`src/rtl/pcd_miller_pkg.sv`:
```
package pcd_miller_pkg;

  // Cell kinds: Y = no pause, X = mid-cell pause, Z = pause at cell start
  typedef enum logic [1:0] {
    SYM_Y = 2'd0,
    SYM_X = 2'd1,
    SYM_Z = 2'd2
  } cellKind_t;

  // Where the next cell's content comes from
  typedef enum logic [2:0] {
    SRC_SOF  = 3'd0,
    SRC_DATA = 3'd1,
    SRC_PAR  = 3'd2,
    SRC_EOF0 = 3'd3,
    SRC_EOF1 = 3'd4
  } cellSrc_t;

  // Strobes from the sequencer to the datapath
  typedef struct packed {
    logic     run;        // a frame is in progress
    logic     launch;     // begin a new cell this edge
    cellSrc_t src;        // content of the new cell
    logic     loadByte;   // new data cell takes bit 0 of the buffered byte
    logic     frameStart; // reset per-frame datapath state
  } txStrobe_t;

endpackage

```
`src/rtl/pcd_miller_ctrl.sv`:
```
module pcd_miller_ctrl
  import pcd_miller_pkg::*;
#(
  parameter int CNT_W = 12
) (
  input  logic             clk,
  input  logic             rstN,
  input  logic             start,
  input  logic [CNT_W-1:0] bitCount,
  input  logic             shortFrame,
  input  logic             addParity,
  input  logic             cellEnd,
  output txStrobe_t        strobe,
  output logic             busy,
  output logic             done
);

  localparam logic [CNT_W-1:0] SHORT_BITS = CNT_W'(7);

  typedef enum logic [2:0] {
    ST_IDLE, ST_SOF, ST_DATA, ST_PAR, ST_EOF0, ST_EOF1
  } state_t;

  state_t           state, stateNx;
  logic [CNT_W-1:0] bitsLeft;
  logic [2:0]       bitPos;
  logic             shortReg;
  logic             parReg;
  logic             lastBit;
  logic             byteEnd;

  assign lastBit = (bitsLeft == CNT_W'(1));
  assign byteEnd = (bitPos == 3'd7);
  assign busy    = (state != ST_IDLE);

  always_comb begin
    stateNx = state;
    strobe  = '0;
    strobe.run = (state != ST_IDLE);
    strobe.src = SRC_SOF;
    case (state)
      ST_IDLE: begin
        if (start) begin
          stateNx           = ST_SOF;
          strobe.launch     = 1'b1;
          strobe.src        = SRC_SOF;
          strobe.frameStart = 1'b1;
        end
      end
      ST_SOF: begin
        if (cellEnd) begin
          strobe.launch = 1'b1;
          if (bitsLeft == '0) begin
            stateNx    = ST_EOF0;
            strobe.src = SRC_EOF0;
          end else begin
            stateNx         = ST_DATA;
            strobe.src      = SRC_DATA;
            strobe.loadByte = 1'b1;
          end
        end
      end
      ST_DATA: begin
        if (cellEnd) begin
          strobe.launch = 1'b1;
          if (!shortReg && byteEnd && (!lastBit || parReg)) begin
            stateNx    = ST_PAR;
            strobe.src = SRC_PAR;
          end else if (lastBit) begin
            stateNx    = ST_EOF0;
            strobe.src = SRC_EOF0;
          end else begin
            stateNx         = ST_DATA;
            strobe.src      = SRC_DATA;
            strobe.loadByte = byteEnd;
          end
        end
      end
      ST_PAR: begin
        if (cellEnd) begin
          strobe.launch = 1'b1;
          if (bitsLeft == '0) begin
            stateNx    = ST_EOF0;
            strobe.src = SRC_EOF0;
          end else begin
            stateNx         = ST_DATA;
            strobe.src      = SRC_DATA;
            strobe.loadByte = 1'b1;
          end
        end
      end
      ST_EOF0: begin
        if (cellEnd) begin
          stateNx       = ST_EOF1;
          strobe.launch = 1'b1;
          strobe.src    = SRC_EOF1;
        end
      end
      ST_EOF1: begin
        if (cellEnd) stateNx = ST_IDLE;
      end
      default: stateNx = ST_IDLE;
    endcase
  end

  always_ff @(posedge clk or negedge rstN) begin
    if (!rstN) begin
      state    <= ST_IDLE;
      done     <= 1'b0;
      bitsLeft <= '0;
      bitPos   <= '0;
      shortReg <= 1'b0;
      parReg   <= 1'b0;
    end else begin
      state <= stateNx;
      done  <= (state == ST_EOF1) && cellEnd;
      if (state == ST_IDLE && start) begin
        bitsLeft <= shortFrame ? SHORT_BITS : bitCount;
        bitPos   <= '0;
        shortReg <= shortFrame;
        parReg   <= addParity;
      end else if (state == ST_DATA && cellEnd) begin
        bitsLeft <= bitsLeft - CNT_W'(1);
        bitPos   <= bitPos + 3'd1;
      end
    end
  end

endmodule

```
`src/rtl/pcd_miller_dp.sv`:
```
module pcd_miller_dp
  import pcd_miller_pkg::*;
#(
  parameter int BIT_CYCLES   = 128,
  parameter int PAUSE_CYCLES = 28,
  parameter int CNT_W        = 12
) (
  input  logic             clk,
  input  logic             rstN,
  input  txStrobe_t        strobe,
  input  logic [CNT_W-1:0] bitCount,
  input  logic             shortFrame,
  input  logic [7:0]       dataIn,
  input  logic             dataValid,
  output logic             dataReady,
  output logic             cellEnd,
  output logic             pauseOut
);

  localparam int CELL_W = $clog2(BIT_CYCLES);
  localparam logic [CELL_W-1:0] CELL_LAST = CELL_W'(BIT_CYCLES - 1);
  localparam logic [CELL_W-1:0] MID_ON    = CELL_W'(BIT_CYCLES / 2);
  localparam logic [CELL_W-1:0] MID_OFF   = CELL_W'(BIT_CYCLES / 2 + PAUSE_CYCLES);
  localparam logic [CELL_W-1:0] EDGE_OFF  = CELL_W'(PAUSE_CYCLES);

  logic [CELL_W-1:0] cellCnt;
  cellKind_t         curSym, nextSym;
  logic              prevZero;
  logic              parAcc;
  logic [7:0]        shiftReg;
  logic [7:0]        bufReg;
  logic              bufFull;
  logic [CNT_W-1:0]  bytesLeft;
  logic [CNT_W:0]    bitsRounded;
  logic [CNT_W-1:0]  bytesNeed;
  logic              nextBit;
  logic              accept;

  assign bitsRounded = {1'b0, bitCount} + (CNT_W+1)'(7);
  assign bytesNeed   = shortFrame ? CNT_W'(1) : CNT_W'(bitsRounded >> 3);

  assign dataReady = strobe.run && !bufFull && (bytesLeft != '0);
  assign accept    = dataValid && dataReady;
  assign cellEnd   = strobe.run && (cellCnt == CELL_LAST);

  always_comb begin
    case (strobe.src)
      SRC_DATA: nextBit = strobe.loadByte ? bufReg[0] : shiftReg[0];
      SRC_PAR:  nextBit = ~parAcc;
      default:  nextBit = 1'b0;
    endcase
    case (strobe.src)
      SRC_SOF:  nextSym = SYM_Z;
      SRC_EOF1: nextSym = SYM_Y;
      default:  nextSym = nextBit ? SYM_X : (prevZero ? SYM_Z : SYM_Y);
    endcase
  end

  always_comb begin
    case (curSym)
      SYM_Z:   pauseOut = (cellCnt < EDGE_OFF);
      SYM_X:   pauseOut = (cellCnt >= MID_ON) && (cellCnt < MID_OFF);
      default: pauseOut = 1'b0;
    endcase
  end

  always_ff @(posedge clk or negedge rstN) begin
    if (!rstN) begin
      cellCnt  <= '0;
      curSym   <= SYM_Y;
      prevZero <= 1'b0;
      parAcc   <= 1'b0;
      shiftReg <= '0;
    end else if (strobe.launch) begin
      cellCnt <= '0;
      curSym  <= nextSym;
      if (strobe.src == SRC_SOF)       prevZero <= 1'b1;
      else if (strobe.src != SRC_EOF1) prevZero <= ~nextBit;
      if (strobe.src == SRC_DATA) begin
        parAcc   <= parAcc ^ nextBit;
        shiftReg <= strobe.loadByte ? {1'b0, bufReg[7:1]} : {1'b0, shiftReg[7:1]};
      end else if (strobe.src == SRC_PAR || strobe.src == SRC_SOF) begin
        parAcc <= 1'b0;
      end
    end else if (strobe.run) begin
      cellCnt <= cellCnt + CELL_W'(1);
    end else begin
      cellCnt <= '0;
      curSym  <= SYM_Y;
    end
  end

  always_ff @(posedge clk or negedge rstN) begin
    if (!rstN) begin
      bufReg    <= '0;
      bufFull   <= 1'b0;
      bytesLeft <= '0;
    end else if (strobe.frameStart) begin
      bufFull   <= 1'b0;
      bytesLeft <= bytesNeed;
    end else begin
      if (accept) begin
        bufReg    <= dataIn;
        bufFull   <= 1'b1;
        bytesLeft <= bytesLeft - CNT_W'(1);
      end else if (strobe.launch && strobe.loadByte) begin
        bufFull <= 1'b0;
      end
    end
  end

endmodule

```
`src/rtl/pcd_miller_tx.sv`:
```
module pcd_miller_tx
  import pcd_miller_pkg::*;
#(
  parameter int BIT_CYCLES   = 128,
  parameter int PAUSE_CYCLES = 28,
  parameter int CNT_W        = 12
) (
  input  logic             clk,
  input  logic             rstN,
  input  logic             start,
  input  logic [CNT_W-1:0] bitCount,
  input  logic             shortFrame,
  input  logic             addParity,
  input  logic [7:0]       dataIn,
  input  logic             dataValid,
  output logic             dataReady,
  output logic             pauseOut,
  output logic             busy,
  output logic             done
);

  txStrobe_t strobe;
  logic      cellEnd;

  pcd_miller_ctrl #(.CNT_W(CNT_W)) u_ctrl (
    .clk        (clk),
    .rstN       (rstN),
    .start      (start),
    .bitCount   (bitCount),
    .shortFrame (shortFrame),
    .addParity  (addParity),
    .cellEnd    (cellEnd),
    .strobe     (strobe),
    .busy       (busy),
    .done       (done)
  );

  pcd_miller_dp #(
    .BIT_CYCLES   (BIT_CYCLES),
    .PAUSE_CYCLES (PAUSE_CYCLES),
    .CNT_W        (CNT_W)
  ) u_dp (
    .clk        (clk),
    .rstN       (rstN),
    .strobe     (strobe),
    .bitCount   (bitCount),
    .shortFrame (shortFrame),
    .dataIn     (dataIn),
    .dataValid  (dataValid),
    .dataReady  (dataReady),
    .cellEnd    (cellEnd),
    .pauseOut   (pauseOut)
  );

endmodule

```
`config.mk`:
```
export PLATFORM = sky130hd
export DESIGN_NAME = pcd_miller_tx
export DESIGN_NICKNAME = d
export VERILOG_FILES = /design/src/rtl/pcd_miller_pkg.sv /design/src/rtl/pcd_miller_ctrl.sv /design/src/rtl/pcd_miller_dp.sv /design/src/rtl/pcd_miller_tx.sv
export SDC_FILE = /design/constraint.sdc
export NUM_CORES = 1
export LEC_CHECK = 0
export BUFFER_PORTS_ARGS = -buffer_cell sky130_fd_sc_hd__buf_2
export CAP_MARGIN = 20
export CORE_MARGIN = 5
export CORE_UTILIZATION = 50
export CTS_CLUSTER_SIZE = 14
export DETAILED_ROUTE_END_ITERATION = 16
export PLACE_DENSITY_LB_ADDON = 0.05
export SLEW_MARGIN = 15
export SYNTH_ARGS = -nofsm -noshare
export SYNTH_HDL_FRONTEND = slang
export SYNTH_SLANG_ARGS = --single-unit
export TNS_END_PERCENT = 5
```
`constraint.sdc`:
```
create_clock -name clk -period 2.1 [get_ports clk]
set_input_delay 0.105 -clock clk [delete_from_list [all_inputs] [get_ports clk]]
set_output_delay 0.105 -clock clk [all_outputs]
set_load 0.03 [all_outputs]
```
# == After elaboration in Yosys (flattened, before gate mapping) ==
# Cells that the tools add are included.
# totals
register_bits,61
in_bits,26
out_inout_bits,4
elab_cells,127
# classes
addsub,5
order_cmp,3
n_eq_ne,20
n_mux,49
bitwise,4
n_reduce_logical,32
# op_table
cell,n
$mux W12,5
$mux W3,11
$sub A12 B1 Y12 const B,2
$mux W7,3
$pmux W4 S4,1
$pmux W3 S5,1
$add A12 B3 Y13 const B,1
$mux W1,13
$eq A12 B1 Y1 const B,1
$eq A3 B3 Y1 const B,4
$logic_not A12 Y1,1
$mux W2,6
$reduce_bool A12 Y1,1
$logic_and A1 B1 Y1,11
$mux W10,1
$mux W5,2
$ne A2 B1 Y1 const B,5
$eq A3 B2 Y1 const B,3
$mux W4,2
$reduce_and A2 Y1,4
$reduce_bool A2 Y1,4
$add A7 B1 Y7 const B,1
$eq A7 B7 Y1 const B,1
$ge A7 B7 Y1 const B,1
other kinds (18),28

# == Longest topological paths before layout ==
# depth
ltp_word,12
ltp_mapped,9

# == Modules after synthesis ==
# A second synthesis with hierarchy kept.
# unflattened
hier_cells,387
hier_area_um2,3659.8
# modules_own_cells
module,n_inst,cells_each,area_per_inst_um2,seq_area_each_um2
pcd_miller_dp,1,232,2309.7,975.9
pcd_miller_ctrl,1,155,1350.0,525.5

# == Least setup slack after synthesis ==
# OpenSTA, ideal clock, no wires.
# synth_timing
path_type,reg2reg
startpoint,register u_dp.cellCnt[0]
endpoint,register u_dp.shiftReg[0]
arrival_ns,2.102
required_time_ns,1.975
setup_slack_ns,-0.127
path_stages_with_launch,8
period_less_slack_ns,2.227
cell_sequence,dfrtp_1 ha_1 nand3_1 or3_1 clkbuf_4 nor2_2 mux2_1 mux2_4
# synth_between
elab_chain_cells,6
word_cells_on_any_way,10
cone_classes,eq/ne (2); mux (6); reduce/logical (2)
# synth_rtl
element,line_no,text
"start, declared",pcd_miller_dp.sv:26,logic [CELL_W-1:0] cellCnt;
"start signal, assigned",pcd_miller_dp.sv:86,cellCnt <= cellCnt + CELL_W'(1);
$eq A7 B7 Y1 *,pcd_miller_dp.sv:44,assign cellEnd = strobe.run && (cellCnt == CELL_LAST);
$logic_and A1 B1 Y1 *,pcd_miller_dp.sv:44,
$mux W5 (tied with other cells),pcd_miller_ctrl.sv:80,if (cellEnd) begin
$pmux W4 S4,pcd_miller_ctrl.sv:41,case (state)
$eq A3 B1 Y1,pcd_miller_dp.sv:79,if (strobe.src == SRC_DATA) begin
$reduce_and A2 Y1 (no line),n/a,
"end signal, assigned",pcd_miller_dp.sv:81,"shiftReg <= strobe.loadByte ? {1'b0, bufReg[7:1]} : {1'b0, shiftReg[7:1]};"
"end, declared",pcd_miller_dp.sv:30,logic [7:0] shiftReg;
# Every way passes the cells marked *; elsewhere a longest branch is shown, timed or not.
# A chain may end at the register's enable or synchronous reset.

# == Worst setup path in the final report ==
# layout_timing
startpoint,register u_ctrl.bitsLeft[6]
endpoint,register u_dp.shiftReg[2]
# layout_between
elab_chain_cells,9
word_cells_on_any_way,18
cone_classes,eq/ne (2); mux (11); reduce/logical (5)
# layout_rtl
element,line_no,text
"start, declared",pcd_miller_ctrl.sv:25,logic [CNT_W-1:0] bitsLeft;
"start signal, assigned",pcd_miller_ctrl.sv:118,bitsLeft <= shortFrame ? SHORT_BITS : bitCount;
"start signal, assigned",pcd_miller_ctrl.sv:123,bitsLeft <= bitsLeft - CNT_W'(1);
$eq A12 B1 Y1,pcd_miller_ctrl.sv:32,assign lastBit = (bitsLeft == CNT_W'(1));
$logic_not A1 Y1,pcd_miller_ctrl.sv:66,if (!shortReg && byteEnd && (!lastBit || parReg)) begin
$logic_or A1 B1 Y1,pcd_miller_ctrl.sv:66,
$logic_and A1 B1 Y1,pcd_miller_ctrl.sv:66,
$mux W3,pcd_miller_ctrl.sv:66,
$mux W5,pcd_miller_ctrl.sv:64,if (cellEnd) begin
$pmux W4 S4,pcd_miller_ctrl.sv:41,
$eq A3 B1 Y1,pcd_miller_dp.sv:79,
$reduce_and A2 Y1 (no line),n/a,
# Several ways; a longest one is shown, not always the timed one.

==> report_table.html <==
<table>
<tr><th>Metric</th><th>Value</th></tr>
<tr><th colspan="2">Critical path</th></tr>
<tr><td>Maximum fanout count along the critical path</td><td>8</td></tr>
<tr><td>CP Data Required Time</td><td>2.32 ns</td></tr>
<tr><td>Worst Path Arrival</td><td>2.33 ns</td></tr>
<tr><td>Critical path class</td><td>reg -&gt; reg</td></tr>
<tr><td>Beginning of the critical path</td><td>u_ctrl.bitsLeft[6]$_DFFE_PN0N_</td></tr>
<tr><td>Startpoint Class</td><td>register</td></tr>
<tr><td>Worst reg2reg startpoint</td><td>u_ctrl.bitsLeft[6]$_DFFE_PN0N_</td></tr>
<tr><td>Crit. End Element</td><td>register</td></tr>
<tr><th colspan="2">STA</th></tr>
<tr><td>Final-report hold violation count</td><td>0</td></tr>
<tr><td>Final count of negative-setup-slack endpoints</td><td>2</td></tr>
<tr><td>Unrepaired setup endpoints after global routing</td><td>yes</td></tr>
<tr><td>Fmax</td><td>0.476 GHz</td></tr>
<tr><td>Fin Clk Skew</td><td>0.00694 ns</td></tr>
<tr><td>Total count of max-transition violations in the final report</td><td>0</td></tr>
<tr><td>Worst Setup Slack, final</td><td>-0.00212 ns</td></tr>
<tr><td>Final critical path time including I/O delays and setup</td><td>2.10 ns</td></tr>
<tr><td>Final total negative setup slack</td><td>-0.00323 ns</td></tr>
<tr><td>Worst-margin pin slew</td><td>0.494 ns</td></tr>
<tr><td>Worst slew slack as a fraction of its limit</td><td>0.670</td></tr>
<tr><td>Share of the cycle needed by the critical path after routing</td><td>1.00</td></tr>
<tr><td>Hold Slack</td><td>0.0578 ns</td></tr>
<tr><th colspan="2">Routing</th></tr>
<tr><td>Routed wire per std cell</td><td>14.5 µm</td></tr>
<tr><td>Count of vias placed by the detailed router</td><td>2830</td></tr>
<tr><td>Post-Route WL</td><td>7640 µm</td></tr>
<tr><td>Iter 0 DRT Violations</td><td>50</td></tr>
<tr><td>Remaining routing DRC violations</td><td>0</td></tr>
<tr><td>Number of nets with antenna violations after routing</td><td>0</td></tr>
<tr><td>Mean number of vias per cell</td><td>about 5.4</td></tr>
<tr><td>Iteration count of the initial detailed-routing pass</td><td>4</td></tr>
<tr><th colspan="2">Logic synthesis</th></tr>
<tr><td>Post-synthesis instance area</td><td>3420 µm²</td></tr>
<tr><td>Average instance area after synthesis</td><td>9.59 µm²</td></tr>
<tr><td>EDFF count, synth</td><td>0</td></tr>
<tr><td>Top-area cell type share of the netlist area</td><td>0.439</td></tr>
<tr><td>Synthesized-area fraction occupied by adder cells</td><td>0.0292</td></tr>
<tr><td>Parity-gate share of the synthesized area counting xor and xnor cells</td><td>0.0716</td></tr>
<tr><td>Simple-Gate Fraction of Synth Area</td><td>0.258</td></tr>
<tr><td>Multiplexer area fraction after synthesis</td><td>0.0621</td></tr>
<tr><td>Most instantiated flip-flop cell in the synthesis netlist</td><td>sky130_fd_sc_hd__dfrtp_1</td></tr>
<tr><td>FF+latch count, synth</td><td>60</td></tr>
<tr><td>Number of library cell types mapped by synthesis</td><td>63</td></tr>
<tr><td>Area contributors post-synth</td><td>sky130_fd_sc_hd__dfrtp_1 44%, sky130_fd_sc_hd__nand2_1 5.9%, sky130_fd_sc_hd__xor2_1 4.3%, sky130_fd_sc_hd__nor2_1 3.4%, sky130_fd_sc_hd__mux2_4 3.1%</td></tr>
<tr><td>Part of the Yosys area used for sequential elements</td><td>0.439</td></tr>
<tr><td>Largest area contributor in the synthesized netlist</td><td>sky130_fd_sc_hd__dfrtp_1</td></tr>
<tr><td>Dominant combinational cell family by area after synthesis</td><td>simple AND/OR/NAND/NOR gates</td></tr>
<tr><td>Number of nets produced by synthesis</td><td>about 400</td></tr>
<tr><td>Gate count after technology mapping</td><td>357</td></tr>
<tr><td>Area fraction in compound gates after synthesis</td><td>0.107</td></tr>
<tr><td>Share of flip-flops with an asynchronous set or reset after synthesis</td><td>1.00</td></tr>
<tr><td>Synthesis Warnings</td><td>0</td></tr>
<tr><th colspan="2">Place</th></tr>
<tr><td>Placed wire-length estimate after detailed placement</td><td>5600 µm</td></tr>
<tr><td>Post-DP Area</td><td>3970 µm²</td></tr>
<tr><td>Port Buffers</td><td>29</td></tr>
<tr><td>Final GP Congestion</td><td>between 0.8 and 0.9</td></tr>
<tr><th colspan="2">Clock network</th></tr>
<tr><td>Later-pin clock latency in the skew report</td><td>0.34 ns</td></tr>
<tr><td>Clock transition at the registers of the reported paths</td><td>about 0.070 ns</td></tr>
<tr><td>CTS max path bufs</td><td>2</td></tr>
<tr><td>Root buffer cell</td><td>sky130_fd_sc_hd__clkbuf_8</td></tr>
<tr><td>CTS buffer count</td><td>9</td></tr>
<tr><td># H-tree levels</td><td>3</td></tr>
<tr><td>Clock tree from TritonCTS</td><td>yes</td></tr>
<tr><td>Num Clock Sinks</td><td>60</td></tr>
<tr><th colspan="2">Run status</th></tr>
<tr><td>Outcome</td><td>finished with violations</td></tr>
<tr><td>Violated checks</td><td>negative setup slack</td></tr>
<tr><th colspan="2">Die</th></tr>
<tr><td>Overall die width</td><td>92.7 µm</td></tr>
<tr><td>Initial standard-cell utilization of the core</td><td>0.509</td></tr>
<tr><td>DIE AREA</td><td>8600 µm²</td></tr>
<tr><td>I/O pins</td><td>30</td></tr>
<tr><td>Area of the placeable core</td><td>6720 µm²</td></tr>
<tr><td>Floorplan die height</td><td>a little over 90 µm</td></tr>
<tr><td>Cell row count</td><td>30</td></tr>
<tr><th colspan="2">Final layout</th></tr>
<tr><td>Total number of nets in the final design</td><td>476</td></tr>
<tr><td>Most frequent cells in the layout</td><td>59 x sky130_fd_sc_hd__dfrtp_1, 54 x sky130_fd_sc_hd__nand2_1, 48 x sky130_fd_sc_hd__buf_4</td></tr>
<tr><td>Synthesis-to-finish area growth</td><td>27.3%</td></tr>
<tr><td># diodes</td><td>0</td></tr>
<tr><td>Layout cells sized above 1</td><td>0.284</td></tr>
<tr><td>Final cell area excluding filler cells</td><td>4360 µm²</td></tr>
<tr><td>Commonest non-fill, non-tap cell in the layout</td><td>sky130_fd_sc_hd__dfrtp_1</td></tr>
<tr><td>Utilization of the core after routing</td><td>0.648</td></tr>
<tr><th colspan="2">Pwr</th></tr>
<tr><td>Final Power</td><td>3200 µW</td></tr>
<tr><td>Power density of the placed cells</td><td>735 nW/µm²</td></tr>
<tr><td>VDD IR-drop max</td><td>502 µV</td></tr>
<tr><td>Static leakage power</td><td>0.00192 µW</td></tr>
<tr><th colspan="2">Hold path</th></tr>
<tr><td>Min-Delay Path Class</td><td>in -&gt; reg</td></tr>
<tr><td>Start point of the worst min-delay path</td><td>bitCount[3]</td></tr>
<tr><th colspan="2">Global routing</th></tr>
<tr><td>Overall global routing resource usage</td><td>0.195</td></tr>
<tr><td>Initial antenna violation count</td><td>0</td></tr>
<tr><td>Vias in the first global route</td><td>2923</td></tr>
<tr><td>Maximum number of pins on one net before global-route repair</td><td>23</td></tr>
<tr><td>Global-route wire length before repair</td><td>13200 µm</td></tr>
<tr><td>Grt ovf</td><td>0</td></tr>
<tr><th colspan="2">Flow run</th></tr>
<tr><td>Max cap viols</td><td>0</td></tr>
</table>
-- critical path, cell delays in order, from the launching register on --
cell and delay, ns:
sky130_fd_sc_hd__dfrtp_1 0.40, sky130_fd_sc_hd__nor4_4 0.39, sky130_fd_sc_hd__nand4_1 0.20, sky130_fd_sc_hd__a22oi_2 0.30, sky130_fd_sc_hd__nor2_4 0.12, sky130_fd_sc_hd__mux2_4 0.31
sky130_fd_sc_hd__mux2_4 0.25
-- report_power, final --
part | switching [µW] | internal (µW) | total, µW | leakage (µW)
Clock | 463 | 609 | 1070 | 0.000102
Combinational | 295 | 295 | 590 | 0.00109
Sequential | 184 | 1360 | 1540 | 0.000728
-- final timing paths --
path                                                  endpoint  slack [ns]  cells after the start
worst min register to register      u_dp.bufReg[3]$_DFFE_PN0P_        0.48                      2
worst max register to register    u_dp.shiftReg[2]$_DFFE_PN0P_      -0.002                      6
worst max-delay path              u_dp.shiftReg[2]$_DFFE_PN0P_      -0.002                      6
min in group asynchronous              u_dp.parAcc$_DFFE_PN0P_        0.26                      2
max in group asynchronous       u_ctrl.bitsLeft[9]$_DFFE_PN0N_        1.15                      3
worst min-delay path            u_ctrl.bitsLeft[3]$_DFFE_PN0N_        0.06                      3
-- cells in the mapped netlist, types with 2 or more instances --
cell and number:
sky130_fd_sc_hd__a21oi_1 8, sky130_fd_sc_hd__and3_1 4, sky130_fd_sc_hd__buf_1 2, sky130_fd_sc_hd__clkbuf_1 8, sky130_fd_sc_hd__dfrtp_1 60, sky130_fd_sc_hd__ha_1 8, sky130_fd_sc_hd__inv_1 11, sky130_fd_sc_hd__mux2_1 6
sky130_fd_sc_hd__mux2_4 7, sky130_fd_sc_hd__mux2i_1 4, sky130_fd_sc_hd__nand2_1 54, sky130_fd_sc_hd__nand2b_1 3, sky130_fd_sc_hd__nand3_1 18, sky130_fd_sc_hd__nand3b_1 8, sky130_fd_sc_hd__nand4_1 3, sky130_fd_sc_hd__nor2_1 31
sky130_fd_sc_hd__nor2b_1 4, sky130_fd_sc_hd__nor3_1 9, sky130_fd_sc_hd__nor4_1 6, sky130_fd_sc_hd__nor4_4 2, sky130_fd_sc_hd__o211ai_1 4, sky130_fd_sc_hd__o21ai_0 8, sky130_fd_sc_hd__o21ai_1 6, sky130_fd_sc_hd__o221ai_1 3
sky130_fd_sc_hd__o22a_1 3, sky130_fd_sc_hd__o22ai_1 7, sky130_fd_sc_hd__o311a_1 2, sky130_fd_sc_hd__o311ai_0 2, sky130_fd_sc_hd__or3_1 6, sky130_fd_sc_hd__xnor2_1 11, sky130_fd_sc_hd__xor2_1 17
-- cell families (layout without fill, tap and decap cells) --
kind of cell | count (synthesis) | in the layout
and+or+nand+nor | 166 | 166
xor gates and xnor gates | 28 | 28
DFF | 60 | 60
adders and majority gates | 8 | 8
muxes | 17 | 17
buffers and inverters | 25 | 115
AOI/OAI and AO/OA | 53 | 53
-- layer usage --
| metal | GRT usage | up-vias | routed length [µm] |
|---|---|---|---|
| met1 | 0.241 | 1335 | 3600 |
| met5 | 0 | - | 0 |
| met2 | 0.312 | 50 | 3550 |
| li1 | - | 1431 | - |
| met4 | 0.0867 | 0 | 166 |
| met3 | 0.0601 | 14 | 321 |
-- registers in the layout (all words and copies together), names as in the netlist --
register / count
u_dp.bufReg: 8
u_dp.curSym: 2
u_ctrl.parReg: 1
u_ctrl.done: 1
u_ctrl.state: 3
u_dp.bytesLeft: 12
u_dp.bufFull: 1
u_ctrl.bitPos: 3
u_dp.parAcc: 1
u_dp.prevZero: 1
u_ctrl.bitsLeft: 12
u_ctrl.shortReg: 1
u_dp.cellCnt: 7
u_dp.shiftReg: 7
-- area by class of cell --
| cell class | instances | area [µm²] |
|---|---|---|
| sequential | 60 | 1500 |
| timing repair buffer | 88 | 626 |
| tap | 80 | 100 |
| inverter | 11 | 41.3 |
| fill | 572 | 2360 |
| clock buffer | 12 | 155 |
| multi-input combinational | 272 | 1880 |
| clock inverter | 4 | 47.5 |
-- metrics by stage --
step | cells | setup slack, ns
3_3_place_gp | 498 | -0.0336
2_1_floorplan | 357 | -0.0187
5_1_grt | 527 | -0.0804
4_1_cts | 526 | -0.0457
6_report | 527 | -0.00212
3_5_place_dp | 498 | -0.0934
-- repair_timing --
item	CTS	global route
pin swaps	6	6
endpoints found under the hold margin	29	0
setup buffers	2	1
hold buffers	10	0
resized for setup	7	6
setup endpoints to repair	10	21
Power figures use the tool's default switching activity.
